`src/rtl/tcopy_pkg.sv`:
```
package tcopy_pkg;
  localparam int BEAT_BYTES = 8;
  localparam int BEAT_SHIFT = 3;
  localparam int BEAT_BITS  = BEAT_BYTES * 8;

  // line descriptor: upper half is the skip distance, lower half the payload width
  typedef struct packed {
    logic [15:0] gap;
    logic [15:0] line;
  } line_desc_t;

  function automatic logic desc_bad(input line_desc_t d);
    return (d.line == 16'd0) ||
           (d.line[BEAT_SHIFT-1:0] != '0) ||
           (d.gap[BEAT_SHIFT-1:0] != '0);
  endfunction

  // true when the beat at position pos closes a line of the given width
  function automatic logic closes_line(input logic [15:0] pos, input logic [15:0] line);
    return ({1'b0, pos} + 17'(BEAT_BYTES)) >= {1'b0, line};
  endfunction
endpackage

```
`src/rtl/tcopy_walker.sv`:
```
module tcopy_walker
  import tcopy_pkg::*;
#(
  parameter int AW = 32
) (
  input  logic          clk,
  input  logic          rst_n,
  input  logic          load,
  input  logic          step,
  input  logic [AW-1:0] base,
  input  line_desc_t    desc,
  output logic [AW-1:0] addr
);
  line_desc_t  d_q;
  logic [15:0] pos_q;
  logic        line_done;

  assign line_done = closes_line(pos_q, d_q.line);

  always_ff @(posedge clk or negedge rst_n) begin
    if (!rst_n) begin
      addr  <= '0;
      pos_q <= '0;
      d_q   <= '0;
    end else if (load) begin
      addr  <= base;
      pos_q <= '0;
      d_q   <= desc;
    end else if (step) begin
      if (line_done) begin
        addr  <= addr + AW'(BEAT_BYTES) + AW'(d_q.gap);
        pos_q <= '0;
      end else begin
        addr  <= addr + AW'(BEAT_BYTES);
        pos_q <= pos_q + 16'(BEAT_BYTES);
      end
    end
  end
endmodule

```
`src/rtl/tcopy_fifo.sv`:
```
module tcopy_fifo #(
  parameter int DW    = 64,
  parameter int DEPTH = 4
) (
  input  logic                       clk,
  input  logic                       rst_n,
  input  logic                       push,
  input  logic [DW-1:0]              din,
  input  logic                       pop,
  output logic [DW-1:0]              dout,
  output logic [$clog2(DEPTH+1)-1:0] fill
);
  localparam int PW = (DEPTH > 1) ? $clog2(DEPTH) : 1;
  localparam int CW = $clog2(DEPTH + 1);

  logic [DW-1:0] mem [DEPTH];
  logic [PW-1:0] wp, rp;

  function automatic logic [PW-1:0] bump(input logic [PW-1:0] p);
    return (p == PW'(DEPTH - 1)) ? '0 : p + PW'(1);
  endfunction

  assign dout = mem[rp];

  always_ff @(posedge clk) begin
    if (push) mem[wp] <= din;
  end

  always_ff @(posedge clk or negedge rst_n) begin
    if (!rst_n) begin
      wp   <= '0;
      rp   <= '0;
      fill <= '0;
    end else begin
      if (push) wp <= bump(wp);
      if (pop)  rp <= bump(rp);
      case ({push, pop})
        2'b10:   fill <= fill + CW'(1);
        2'b01:   fill <= fill - CW'(1);
        default: fill <= fill;
      endcase
    end
  end
endmodule

```
`src/rtl/tcopy_engine.sv`:
```
module tcopy_engine
  import tcopy_pkg::*;
#(
  parameter int AW         = 32,
  parameter int CNT_W      = 32,
  parameter int FIFO_DEPTH = 4
) (
  input  logic                 clk,
  input  logic                 rst_n,
  input  logic                 start,
  input  logic [AW-1:0]        src_base,
  input  logic [AW-1:0]        dst_base,
  input  logic [CNT_W-1:0]     byte_total,
  input  logic [31:0]          src_desc,
  input  logic [31:0]          dst_desc,
  output logic                 busy,
  output logic                 err,
  output logic                 done_irq,
  output logic                 rd_req,
  output logic [AW-1:0]        rd_addr,
  input  logic                 rd_ready,
  input  logic                 rd_valid,
  input  logic [BEAT_BITS-1:0] rd_data,
  output logic                 wr_req,
  output logic [AW-1:0]        wr_addr,
  output logic [BEAT_BITS-1:0] wr_data,
  input  logic                 wr_ready,
  input  logic                 wr_ack
);
  localparam int CW = $clog2(FIFO_DEPTH + 1);

  logic             busy_q, err_q, done_q;
  logic [CNT_W-1:0] rd_left, ack_left;
  logic [CW-1:0]    inflight, fifo_fill;
  logic             params_good;

  // named internal events
  logic start_take, launch, reject, rd_fire, wr_fire, last_ack;

  always_comb begin
    params_good = (src_base[BEAT_SHIFT-1:0] == '0) &&
                  (dst_base[BEAT_SHIFT-1:0] == '0) &&
                  (byte_total[BEAT_SHIFT-1:0] == '0) &&
                  (byte_total != '0) &&
                  !desc_bad(line_desc_t'(src_desc)) &&
                  !desc_bad(line_desc_t'(dst_desc));
  end

  assign start_take = start && !busy_q;
  assign launch     = start_take && params_good;
  assign reject     = start_take && !params_good;
  assign rd_req     = busy_q && (rd_left != '0) && (inflight < CW'(FIFO_DEPTH));
  assign wr_req     = busy_q && (fifo_fill != '0);
  assign rd_fire    = rd_req && rd_ready;
  assign wr_fire    = wr_req && wr_ready;
  assign last_ack   = busy_q && wr_ack && (ack_left == CNT_W'(1));

  assign busy     = busy_q;
  assign err      = err_q;
  assign done_irq = done_q;

  always_ff @(posedge clk or negedge rst_n) begin
    if (!rst_n) begin
      busy_q   <= 1'b0;
      err_q    <= 1'b0;
      done_q   <= 1'b0;
      rd_left  <= '0;
      ack_left <= '0;
      inflight <= '0;
    end else begin
      done_q <= last_ack || reject;
      if (launch) begin
        busy_q   <= 1'b1;
        err_q    <= 1'b0;
        rd_left  <= byte_total >> BEAT_SHIFT;
        ack_left <= byte_total >> BEAT_SHIFT;
        inflight <= '0;
      end else begin
        if (reject) err_q <= 1'b1;
        if (last_ack) busy_q <= 1'b0;
        if (rd_fire) rd_left <= rd_left - CNT_W'(1);
        if (busy_q && wr_ack) ack_left <= ack_left - CNT_W'(1);
        case ({rd_fire, wr_fire})
          2'b10:   inflight <= inflight + CW'(1);
          2'b01:   inflight <= inflight - CW'(1);
          default: inflight <= inflight;
        endcase
      end
    end
  end

  tcopy_walker #(.AW(AW)) u_src_walk (
    .clk  (clk),
    .rst_n(rst_n),
    .load (launch),
    .step (rd_fire),
    .base (src_base),
    .desc (line_desc_t'(src_desc)),
    .addr (rd_addr)
  );

  tcopy_walker #(.AW(AW)) u_dst_walk (
    .clk  (clk),
    .rst_n(rst_n),
    .load (launch),
    .step (wr_fire),
    .base (dst_base),
    .desc (line_desc_t'(dst_desc)),
    .addr (wr_addr)
  );

  tcopy_fifo #(.DW(BEAT_BITS), .DEPTH(FIFO_DEPTH)) u_fifo (
    .clk  (clk),
    .rst_n(rst_n),
    .push (rd_valid && busy_q),
    .din  (rd_data),
    .pop  (wr_fire),
    .dout (wr_data),
    .fill (fifo_fill)
  );
endmodule

```
`config.mk`:
```
export PLATFORM = sky130hd
export DESIGN_NAME = tcopy_engine
export DESIGN_NICKNAME = d
export VERILOG_FILES = /design/src/rtl/tcopy_pkg.sv /design/src/rtl/tcopy_walker.sv /design/src/rtl/tcopy_fifo.sv /design/src/rtl/tcopy_engine.sv
export SDC_FILE = /design/constraint.sdc
export NUM_CORES = 1
export LEC_CHECK = 0
export BUFFER_PORTS_ARGS = -buffer_cell sky130_fd_sc_hd__buf_4
export CORE_UTILIZATION = 62
export CTS_CLUSTER_DIAMETER = 30
export CTS_CLUSTER_SIZE = 28
export DETAILED_ROUTE_END_ITERATION = 10
export GPL_ROUTABILITY_DRIVEN = 0
export PLACE_DENSITY = 0.94
export SYNTH_ARGS = -nofsm -noshare
export SYNTH_HDL_FRONTEND = slang
export SYNTH_SLANG_ARGS = --single-unit
```
`constraint.sdc`:
```
create_clock -name clk -period 5.2 [get_ports clk]
set_input_delay 1.04 -clock clk [delete_from_list [all_inputs] [get_ports clk]]
set_output_delay 1.04 -clock clk [all_outputs]
set_load 0.02 [all_outputs]
```
==> results by group <==
Global routing
  – Vias in the first global route: 20200
  – First-pass GRT wire length: 116000 µm
  – Gr ovfl total: 0
  – Initial antenna violation count: 9
  – Gr usage total: 0.392
  – Largest net degree at the start of global routing: 91

STA
  – Tmin final: 4.62 ns
  – Fin worst setup slack: 0.576 ns
  – Endpoints failing setup: 0
  – Setup TNS: 0 ns
  – Worst-Margin Slew: 1.04 ns
  – Max frequency: 216 MHz
  – Final Slew Violations: 0
  – Fin. Hold Viols: 0
  – Slew margin rel.: 0.304
  – RSZ-0062 raised after global routing: false
  – Layout Skew: 0.0268 ns
  – Tcrit/Tclk final: 0.889

Yosys
  – Syn Inst Count: 2101
  – Sequential-to-total area share from yosys stat: 0.556
  – Mapped Area: 0.0242 mm²
  – Netlist cell types: 80
  – Register bit total from synthesis: 487
  – Top FF cell, synth: edfxtp_1
  – Yosys synthesis warning count: 0
  – Syn_nets: 2409
  – Post-synth EDFFs: 256
  – Fraction of registers with async set/reset: 0.474
  – Post-synthesis average cell area: 11.5 µm²

CTS
  – Clock Sinks: 487
  – Total setup buffers inserted after CTS: 0
  – Root Driver: clkbuf_16
  – Reg clk slew, reported paths: 0.05 ns
  – CTS H-tree lvls: 3
  – CTS tree: done
  – Total CTS buffers: 93
  – # hold bufs at CTS: 0
  – Worst skew pair latency: 0.64 ns
  – Post-CTS resize count: 0
  – CTS max path bufs: 3

Placement
  – Pre-CTS setup slack: 0.827 ns
  – Area after DPL: 0.0275 mm²
  – Port Buffers: 363
  – HPWL after detailed placement: 50100 µm

Critical path
  – CP endpoint kind: register
  – Maximum fanout along the worst path: 19
  – Crit path kind: reg2reg
  – Worst EP arrival: 5.15 ns
  – Required @ worst endpoint: 5.72 ns
  – Startpoint types: register

Route
  – First-iteration detailed-routing DRC count: 2195
  – DRT Wirelength: 77300 µm
  – Via count: 20300
  – Drt drc: 0
  – WL/cell: 25.0 µm
  – Final ANT Viol Nets: 0
  – Vias/cell: 6.55
  – DRT Pass-1 Iters: 6

Outcome
  – Status: complete, no violations

Final layout
  – Final Cell Area: 0.0307 mm²
  – Area Growth Syn to Fin: 26.7%
  – Layout cells sized above 1: 0.255
  – Most frequent cells in the layout: buf_4, nand2_1, edfxtp_1, dfrtp_1, nor2_1
  – NumNets Final: 2803
  – Commonest non-fill, non-tap cell in the layout: buf_4
  – Fillers: 2112

Floorplanning
  – Die Width: 200 µm
  – Starting Density: 0.628
  – Die area: 0.0399 mm²
  – # rows: 72
  – IO Count: 364
  – Area of the core: 0.0386 mm²
  – Die height: 200 µm

Power
  – P per Cell Area: 340 mW/mm²
  – Maximum vdd ir drop: 313 µV
  – Total power: 0.0104 W
  – Pleak: 12.9 nW

Worst hold path
  – Hold crit path type: in2async

Job
  – Max_cap viols: 0
-- cells in the mapped netlist (all sizes together) (6+ instances only) --
library cell / number / share of area
clkbuf: 71 / 0.011
a211oi: 20 / 0.0066
a211o: 6 / 0.0022
o31a: 6 / 0.0022
or4: 16 / 0.0053
a21oi: 104 / 0.021
a21o: 24 / 0.0074
nand2: 262 / 0.041
nor2b: 10 / 0.0026
nor2: 141 / 0.022
o22ai: 8 / 0.0021
nor4: 35 / 0.010
a22o: 24 / 0.0087
buf: 18 / 0.0039
xnor2: 90 / 0.033
or3: 20 / 0.0052
nor3: 53 / 0.012
edfxtp: 256 / 0.32
and2: 29 / 0.0075
nand3: 69 / 0.014
and4: 12 / 0.0044
a31oi: 18 / 0.0046
o21ai: 120 / 0.025
xor2: 46 / 0.017
a22oi: 6 / 0.0019
o31ai: 7 / 0.0022
mux4: 64 / 0.059
o311ai: 11 / 0.0043
inv: 69 / 0.011
nand2b: 9 / 0.0023
nand4: 36 / 0.010
o211ai: 30 / 0.0093
dfrtp: 231 / 0.24
or2: 10 / 0.0026
ha: 73 / 0.038
and3: 25 / 0.0065
mux2i: 12 / 0.0050
-- path summary, 6_finish.rpt --
check / from / end / slack, ns / cells after the start
max: u_src_walk.pos_q[3] / u_src_walk.pos_q[5] / 0.58 / 15
min: rst_n / u_src_walk.d_q[6] / 0.43 / 1
max reg2reg: u_src_walk.pos_q[3] / u_src_walk.pos_q[5] / 0.58 / 15
min reg2reg: u_fifo.fill[2] / u_fifo.fill[2] / 0.47 / 1
max in group asynchronous: rst_n / u_src_walk.addr[10] / 3.59 / 2
min in group clk: u_fifo.fill[2] / u_fifo.fill[2] / 0.47 / 1
-- state kept, by name, indices dropped and copies added, names as in the netlist --
| signal | flops |
|---|---|
| u_fifo.fill | 3 |
| inflight | 3 |
| u_dst_walk.pos_q | 13 |
| u_dst_walk.addr | 32 |
| u_fifo.rp | 2 |
| err | 1 |
| done_irq | 1 |
| u_fifo.mem | 256 |
| u_src_walk.d_q | 32 |
| ack_left | 32 |
| rd_left | 32 |
| u_fifo.wp | 2 |
| busy | 1 |
| u_dst_walk.d_q | 32 |
| u_src_walk.addr | 32 |
| u_src_walk.pos_q | 13 |
-- area by class of cell --
cell class / count / area [µm²] / share of cell area
well taps: 518 / 648 / 0.0211
diodes: 4 / 10.0 / 0.000326
clock inverters: 66 / 736 / 0.0240
repair buffers: 388 / 2930 / 0.0955
clock buffers: 107 / 2480 / 0.0808
flip-flops and latches: 487 / 13500 / 0.439
multi-input cells: 1456 / 10200 / 0.331
inverters: 69 / 259 / 0.00843
-- metrics by stage --
| step | util | hold WS, ns | cells |
|---|---|---|---|
| 3_5_place_dp | 0.713 | 0.463 | 2918 |
| 3_3_place_gp | 0.713 | 0.460 | 2918 |
| 4_1_cts | 0.796 | 0.445 | 3091 |
| 6_report | 0.796 | 0.429 | 3095 |
| 2_1_floorplan | - | 0.443 | 2101 |
| 5_1_grt | 0.796 | 0.479 | 3091 |
-- power by group --
part           total, W  internal [W]  switching (W)
Combinational  0.000231      0.000117       0.000114
Sequential      0.00407       0.00407    0.000000426
Clock           0.00613       0.00392        0.00221
Total            0.0104       0.00811        0.00233
-- worst max-delay path: stages (launching register included) --
cell      delay, ns
dfrtp_1        0.44
ha_1           0.29
nand3_1        0.17
nor2_1         0.24
nand3_1        0.25
nor2_1         0.25
xor2_1         0.22
ha_1           0.27
nor2b_1        0.14
a211oi_1       0.28
o31a_1         0.33
and2_1         0.67
nand2_1        0.45
o21ai_0        0.30
nand2_1        0.09
o21ai_0        0.11
-- cells by family (layout without fill, tap and decap cells) --
| kind of cell | Yosys count | after routing | synth area share |
|---|---|---|---|
| muxes | 79 | 79 | 0.0658 |
| DFF | 487 | 487 | 0.556 |
| buffers and inverters | 158 | 630 | 0.0256 |
| AOI/OAI and AO/OA | 420 | 420 | 0.111 |
| and+or+nand+nor | 744 | 744 | 0.151 |
| other | 0 | 4 | 0 |
| xor gates and xnor gates | 136 | 136 | 0.0492 |
| adders and majority gates | 77 | 77 | 0.0410 |
-- routing by layer --
metal / routed length, µm / GRT usage / up-vias
li1: - / - / 8642
met1: 25900 / 0.453 / 9827
met2: 37800 / 0.654 / 1464
met3: 9480 / 0.122 / 316
met4: 4100 / 0.206 / 10
met5: 59 / 0 / -
(Power assumes the default switching activity.)
